## src/rtl/usbtx_pkg.sv

```systemverilog
package usbtx_pkg;
  typedef enum logic [2:0] {ST_IDLE, ST_PRE, ST_DATA, ST_SE0, ST_EOPJ} tx_state_e;
  localparam logic [7:0] SYNC_BYTE = 8'h80;
endpackage

```

## src/rtl/usbtx_bit_timer.sv

```systemverilog
module usbtx_bit_timer #(
  parameter int BIT_CYC = 12
) (
  input  logic clk_i,
  input  logic rst_ni,
  input  logic run_i,
  output logic tick_o
);
  localparam int CW = $clog2(BIT_CYC);
  localparam logic [CW-1:0] LAST = CW'(BIT_CYC - 1);

  logic [CW-1:0] cnt_q;

  assign tick_o = run_i && (cnt_q == LAST);

  always_ff @(posedge clk_i or negedge rst_ni) begin
    if (!rst_ni)          cnt_q <= '0;
    else if (!run_i)      cnt_q <= '0;
    else if (cnt_q == LAST) cnt_q <= '0;
    else                  cnt_q <= cnt_q + 1'b1;
  end


  timer_range_chk: assert property (@(posedge clk_i) disable iff (!rst_ni)
    cnt_q <= LAST);
endmodule

```

## src/rtl/usbtx_nrzi_stuff.sv

```systemverilog
module usbtx_nrzi_stuff #(
  parameter int RUN_LEN = 6
) (
  input  logic clk_i,
  input  logic rst_ni,
  input  logic clr_i,
  input  logic step_i,
  input  logic bit_i,
  output logic line_k_o,
  output logic stuff_o,
  output logic take_o
);
  localparam int OW = $clog2(RUN_LEN + 1);

  logic [OW-1:0] ones_q;
  logic          line_q;

  assign stuff_o  = (ones_q == OW'(RUN_LEN));
  assign take_o   = step_i && !stuff_o;
  assign line_k_o = line_q;

  always_ff @(posedge clk_i or negedge rst_ni) begin
    if (!rst_ni) begin
      line_q <= 1'b0;
      ones_q <= '0;
    end else if (clr_i) begin
      line_q <= 1'b0;
      ones_q <= '0;
    end else if (step_i) begin
      if (stuff_o || !bit_i) begin
        line_q <= ~line_q;
        ones_q <= '0;
      end else begin
        ones_q <= ones_q + 1'b1;
      end
    end
  end


  ones_bound_chk: assert property (@(posedge clk_i) disable iff (!rst_ni)
    ones_q <= OW'(RUN_LEN));

  stuff_toggle_chk: assert property (@(posedge clk_i) disable iff (!rst_ni)
    (step_i && stuff_o && !clr_i) |=> (line_q != $past(line_q)));
endmodule

```

## src/rtl/usb_ls_tx.sv

```systemverilog
module usb_ls_tx
  import usbtx_pkg::*;
#(
  parameter int BIT_CYC   = 12,
  parameter int MAX_BYTES = 12,
  parameter int ADDR_W    = 7,
  localparam int CNT_W    = $clog2(MAX_BYTES + 1),
  localparam int PAY_W    = (MAX_BYTES - 1) * 8
) (
  input  logic              clk_i,
  input  logic              rst_ni,
  input  logic              start_i,
  input  logic              handshake_i,
  input  logic [7:0]        pid_i,
  input  logic [CNT_W-1:0]  len_i,
  input  logic [PAY_W-1:0]  data_i,
  input  logic [ADDR_W-1:0] pend_addr_i,
  output logic              dp_o,
  output logic              dm_o,
  output logic              oe_o,
  output logic              busy_o,
  output logic              done_o,
  output logic [ADDR_W-1:0] dev_addr_o
);
  localparam logic [CNT_W-1:0] MAXB = CNT_W'(MAX_BYTES);
  localparam logic [CNT_W-1:0] MINB = CNT_W'(2);

  tx_state_e         state_q;
  logic [7:0]        buf_q [MAX_BYTES];
  logic [CNT_W-1:0]  nbytes_q, byte_idx_q;
  logic [2:0]        bit_idx_q;
  logic              last_q, hs_q, se0_cnt_q, done_q;
  logic [ADDR_W-1:0] addr_q;

  logic tick, step, take, stuff, line_k, start_acc, cur_bit;
  logic [CNT_W-1:0] len_clamped;

  assign start_acc   = start_i && (state_q == ST_IDLE);
  assign len_clamped = (len_i < MINB) ? MINB : ((len_i > MAXB) ? MAXB : len_i);
  assign cur_bit     = buf_q[byte_idx_q][bit_idx_q];
  assign step        = tick && ((state_q == ST_PRE) ||
                                ((state_q == ST_DATA) && (stuff || !last_q)));

  usbtx_bit_timer #(.BIT_CYC(BIT_CYC)) u_timer (
    .clk_i (clk_i), .rst_ni(rst_ni), .run_i(state_q != ST_IDLE), .tick_o(tick)
  );

  usbtx_nrzi_stuff #(.RUN_LEN(6)) u_nrzi (
    .clk_i(clk_i), .rst_ni(rst_ni), .clr_i(state_q == ST_IDLE),
    .step_i(step), .bit_i(cur_bit),
    .line_k_o(line_k), .stuff_o(stuff), .take_o(take)
  );

  // request capture
  always_ff @(posedge clk_i or negedge rst_ni) begin
    if (!rst_ni) begin
      for (int k = 0; k < MAX_BYTES; k++) buf_q[k] <= '0;
      nbytes_q <= MINB;
      hs_q     <= 1'b0;
    end else if (start_acc) begin
      buf_q[0] <= SYNC_BYTE;
      for (int k = 1; k < MAX_BYTES; k++)
        buf_q[k] <= (k == 1 && handshake_i) ? pid_i : data_i[(k-1)*8 +: 8];
      nbytes_q <= handshake_i ? MINB : len_clamped;
      hs_q     <= handshake_i;
    end
  end

  // sequencing
  always_ff @(posedge clk_i or negedge rst_ni) begin
    if (!rst_ni) begin
      state_q    <= ST_IDLE;
      byte_idx_q <= '0;
      bit_idx_q  <= '0;
      last_q     <= 1'b0;
      se0_cnt_q  <= 1'b0;
      done_q     <= 1'b0;
      addr_q     <= '0;
    end else begin
      done_q <= 1'b0;
      if (take) begin
        bit_idx_q <= bit_idx_q + 1'b1;
        if (bit_idx_q == 3'd7) begin
          if (byte_idx_q == nbytes_q - 1'b1) last_q <= 1'b1;
          else                               byte_idx_q <= byte_idx_q + 1'b1;
        end
      end
      unique case (state_q)
        ST_IDLE: if (start_acc) begin
          state_q    <= ST_PRE;
          byte_idx_q <= '0;
          bit_idx_q  <= '0;
          last_q     <= 1'b0;
        end
        ST_PRE:  if (tick) state_q <= ST_DATA;
        ST_DATA: if (tick && !step) begin
          state_q   <= ST_SE0;
          se0_cnt_q <= 1'b0;
        end
        ST_SE0:  if (tick) begin
          if (se0_cnt_q) state_q <= ST_EOPJ;
          se0_cnt_q <= 1'b1;
        end
        ST_EOPJ: if (tick) begin
          state_q <= ST_IDLE;
          done_q  <= 1'b1;
          if (!hs_q) addr_q <= pend_addr_i;
        end
        default: state_q <= ST_IDLE;
      endcase
    end
  end

  always_comb begin
    oe_o = 1'b1; dp_o = 1'b0; dm_o = 1'b1;
    unique case (state_q)
      ST_IDLE: begin oe_o = 1'b0; dm_o = 1'b0; end
      ST_DATA: begin dp_o = line_k; dm_o = ~line_k; end
      ST_SE0:  dm_o = 1'b0;
      default: ;
    endcase
  end

  assign busy_o     = (state_q != ST_IDLE);
  assign done_o     = done_q;
  assign dev_addr_o = addr_q;


  line_hold_chk: assert property (@(posedge clk_i) disable iff (!rst_ni)
    (oe_o && $past(oe_o) && !$past(tick)) |-> $stable({dp_o, dm_o}));

  done_pulse_chk: assert property (@(posedge clk_i) disable iff (!rst_ni)
    done_o |=> !done_o);

  done_release_chk: assert property (@(posedge clk_i) disable iff (!rst_ni)
    done_o |-> (!oe_o && !busy_o));

  busy_ignore_chk: assert property (@(posedge clk_i) disable iff (!rst_ni)
    (busy_o && start_i) |=> ($stable(nbytes_q) && $stable(hs_q)));

  addr_commit_chk: assert property (@(posedge clk_i) disable iff (!rst_ni)
    !$stable(dev_addr_o) |-> (done_o && !hs_q));

  data_no_se0_chk: assert property (@(posedge clk_i) disable iff (!rst_ni)
    (state_q == ST_DATA) |-> (dp_o != dm_o));
endmodule

```

## config.mk

```make
export PLATFORM = sky130hd
export DESIGN_NAME = usb_ls_tx
export DESIGN_NICKNAME = d
export VERILOG_FILES = /design/src/rtl/usbtx_pkg.sv /design/src/rtl/usbtx_bit_timer.sv /design/src/rtl/usbtx_nrzi_stuff.sv /design/src/rtl/usb_ls_tx.sv
export SDC_FILE = /design/constraint.sdc
export NUM_CORES = 1
export LEC_CHECK = 0
export BUFFER_PORTS_ARGS = -buffer_cell sky130_fd_sc_hd__buf_4
export CAP_MARGIN = 0
export CORE_ASPECT_RATIO = 0.7
export CORE_MARGIN = 2
export CORE_UTILIZATION = 55
export DETAILED_ROUTE_END_ITERATION = 10
export PLACE_DENSITY = 0.8
export REMOVE_ABC_BUFFERS = 1
export SLEW_MARGIN = 20
export SYNTH_ARGS = -nofsm -noshare
export SYNTH_HDL_FRONTEND = slang
export SYNTH_SLANG_ARGS = --single-unit
```

## constraint.sdc

```tcl
create_clock -name clk_i -period 2.6 [get_ports clk_i]
set_input_delay 0.26 -clock clk_i [delete_from_list [all_inputs] [get_ports clk_i]]
set_output_delay 0.26 -clock clk_i [all_outputs]
set_load 0.02 [all_outputs]
```

==> summary.txt <==
Clock network
  – Clock latency on the worst-skew pair: 420 ps
  – CTS Buffer Depth: 2
  – TritonCTS clock tree: yes
  – TritonCTS Buffers: 17
  – Clk slew on worst S/H paths: 60 ps
  – Post-CTS setup repair buffer count: 0
  – Root Buffer: clkbuf_16
  – H-tree levels: 4
  – Sink Count: 122

Global route
  – Largest net degree at the start of global routing: 68
  – First-pass GRT wire length: 24900 um
  – GRT Util Overall: 27.2%
  – Initial antenna violation count: 0
  – Total gr overflow: 0
  – Vias in the first global route: 5093

Worst setup path
  – Max stage delay on crit path: 510 ps
  – Crit Path Max Fanout: 12
  – Worst r2r src: byte_idx_q[0]$_DFF_PN0_
  – Slowest cell on crit path: dfrtp_2
  – Most common cell on crit path: o21ai_0
  – Critical path required time: 2890 ps
  – Element type at the critical path end: register
  – Critical path startpoint category: register
  – WP data arrival: 2750 ps
  – Crit path kind: register to register
  – Worst Setup SP: byte_idx_q[0]$_DFF_PN0_
  – Cell chain of the critical path: buf_4 > mux2_2 > a221oi_1 > o21ai_0 > a211oi_2 > a2111oi_4 > o21ai_0 > o41ai_1

Final layout
  – Final #Nets: 866
  – Fraction of layout cells with a size suffix above 1: 27.7%
  – Most frequent cells in the layout: 273 x nand2_1, 137 x buf_4, 120 x dfrtp_1
  – N_diodes: 0
  – Filler instances: 725
  – Final instance area: 7640 um2
  – Area Overhead vs Synth: 28.6%
  – Commonest non-fill, non-tap cell in the layout: nand2_1

Floorplan
  – Rows: 31
  – Die Ht: 91.0 um
  – Core area: 10400 um2
  – DIE WIDTH: 128 um
  – Die Area: 11700 um2
  – I/O pins: 123
  – Initial cell density of the core: 56.9%

Detailed routing
  – Post-route ant nets: 0
  – Metal3 WL: 938 um
  – WL/cell: 16.6 um
  – Iter 0 DRT Violations: 385
  – DR DRC count: 0
  – Metal2 WL: 7180 um
  – Via density: 5.58
  – Highest metal used: met4
  – Pre-antenna DRT Iters: 5
  – Metal1 wirelength: 6490 um
  – Routed wire length: 14800 um
  – DR vias: 4986

Synthesis
  – Cell count after synthesis: 626
  – Area contributors post-synth: dfrtp_1 51%, nand2_1 17%, mux2_2 3.6%
  – Post-synth EDFFs: 0
  – Avg Cell Area, Syn: 9.49 um2
  – Asr flop ratio synth: 100%
  – Seq/Total Area, Yosys: 51.4%
  – Synth warnings: 0
  – Post-synth top area share: 51.0%
  – Mapped Area: 5940 um2
  – Main synth FF type: dfrtp_1
  – Yosys top cell by area: dfrtp_1
  – Post-synthesis cell type count: 56
  – FF+latch count, synth: 122

Hold path
  – Hold Startpoint: data_i[82]
  – Tightest Hold Check Type: input pin to register

STA
  – Tightest Pin Transition: 685 ps
  – Clock skew: 8.27 ps
  – Final hold slack: 27.2 ps
  – # setup viols final: 0
  – Final hold vios: 0
  – Slew Viols, Final: 0
  – Max Freq: 406 MHz
  – Fin crit period: 2460 ps
  – Relative slew slack: 53.9%
  – Final worst-path cycle share: 94.8%

Run
  – Max-cap violations: 0

Power and ir drop
  – Max VDD drop: 0.586 mV
  – PD cells: 1010 nW/um2
  – Lkg Pwr: 3.84 nW

Placed design
  – Post-DP HPWL: 9910 um
  – Buffers on Ports: 122
  – Placement Cell Area: 6990 um2
  – GPL Wtd Cong: 0.934

Outcome
  – Outcome: complete, no violations
[metal layers]
layer / GRT usage (%) / vias to the layer above
met1: 36.7 / 2436
met4: 7.33 / 0
met2: 44.2 / 206
met3: 6.66 / 22
met5: 0 / -
li1: - / 2322
[kinds of logic (layout without fill, tap and decap cells)]
family                     after synthesis  after routing  synth area share [%]
xor gates and xnor gates                12             12                  1.77
and+or+nand+nor                        335            335                  23.1
buffers and inverters                   48            183                  3.92
AOI/OAI and AO/OA                       53             53                  6.25
DFF                                    122            122                  51.4
adders and majority gates                8              8                  1.64
muxes                                   48             48                  11.9
[metrics by stage]
stage	setup TNS, ps	util, %	std cells	setup slack [ps]	total power (W)
2_1_floorplan	-21950	-	589	-356	0.00440
3_3_place_gp	0	67.0	860	228	0.00509
3_5_place_dp	0	67.0	860	134	0.00522
4_1_cts	0	73.0	893	105	0.00775
5_1_grt	-9.12	73.2	893	-9.12	0.00821
6_report	0	73.2	893	136	0.00773
[worst paths after layout]
path                                                to  slack (ps)  depth (start not counted)
max in group asynchronous         buf_q[0]$_DFFE_PN0P_        1480                          3
min in group asynchronous   u_timer.cnt_q[1]$_DFF_PN0_         320                          2
hold reg to reg             u_timer.cnt_q[0]$_DFF_PN0_         460                          1
setup / recovery           u_nrzi.line_k_o$_DFFE_PN0P_         140                          8
hold / removal                    buf_q[2]$_DFFE_PN0P_          30                          3
setup reg to reg           u_nrzi.line_k_o$_DFFE_PN0P_         140                          8
[registers in the layout, summed over array words and instances, names as in the netlist]
name             count
bit_idx_q            3
buf_q               89
byte_idx_q           4
state_q              3
last_q               1
nbytes_q             4
u_nrzi.ones_q        3
u_nrzi.line_k_o      1
u_timer.cnt_q        4
dev_addr_o           7
hs_q                 1
done_o               1
se0_cnt_q            1
[critical path: cells and delay by family (launching register included)]
kind / cells / cell delay (ps)
AO/OA/AOI/OAI: 6 / 1160
flip-flops: 1 / 510
multiplexers: 1 / 380
buffers and inverters: 1 / 270
[power by group]
| part | leakage (nW) | switching [W] | internal (W) | total, W |
|---|---|---|---|---|
| Combinational | 2.00 | 0.00118 | 0.000938 | 0.00212 |
| Sequential | 1.54 | 0.000510 | 0.00264 | 0.00315 |
| Clock | 0.296 | 0.000930 | 0.00153 | 0.00246 |
| Total | 3.84 | 0.00262 | 0.00511 | 0.00773 |
[synthesized netlist by cell type, types with 9 or more instances]
library cell and n:
clkbuf_1 26, inv_1 11, nand2_1 274, dfrtp_1 121, xnor2_1 9, mux2_2 19
mux2i_1 15, o21ai_0 17, nor2_1 19
[layout make-up]
type                            count  area (um2)  share of cell area (%)
Inverter                           11        41.3                   0.540
Clock inverter                     15         189                    2.47
Sequential cell                   122        3060                    40.0
Multi-Input combinational cell    456        2690                    35.2
Clock buffer                       17         425                    5.57
Timing Repair Buffer              140        1080                    14.1
Tap cell                          132         165                    2.16
[what timing repair did]
item / in CTS / in global routing
endpoints found under the setup margin: 0 / 4
gates resized for setup: 0 / 5
endpoints found under the hold margin: 30 / 0
hold buffers: 1 / 0
(Power assumes the default switching activity.)
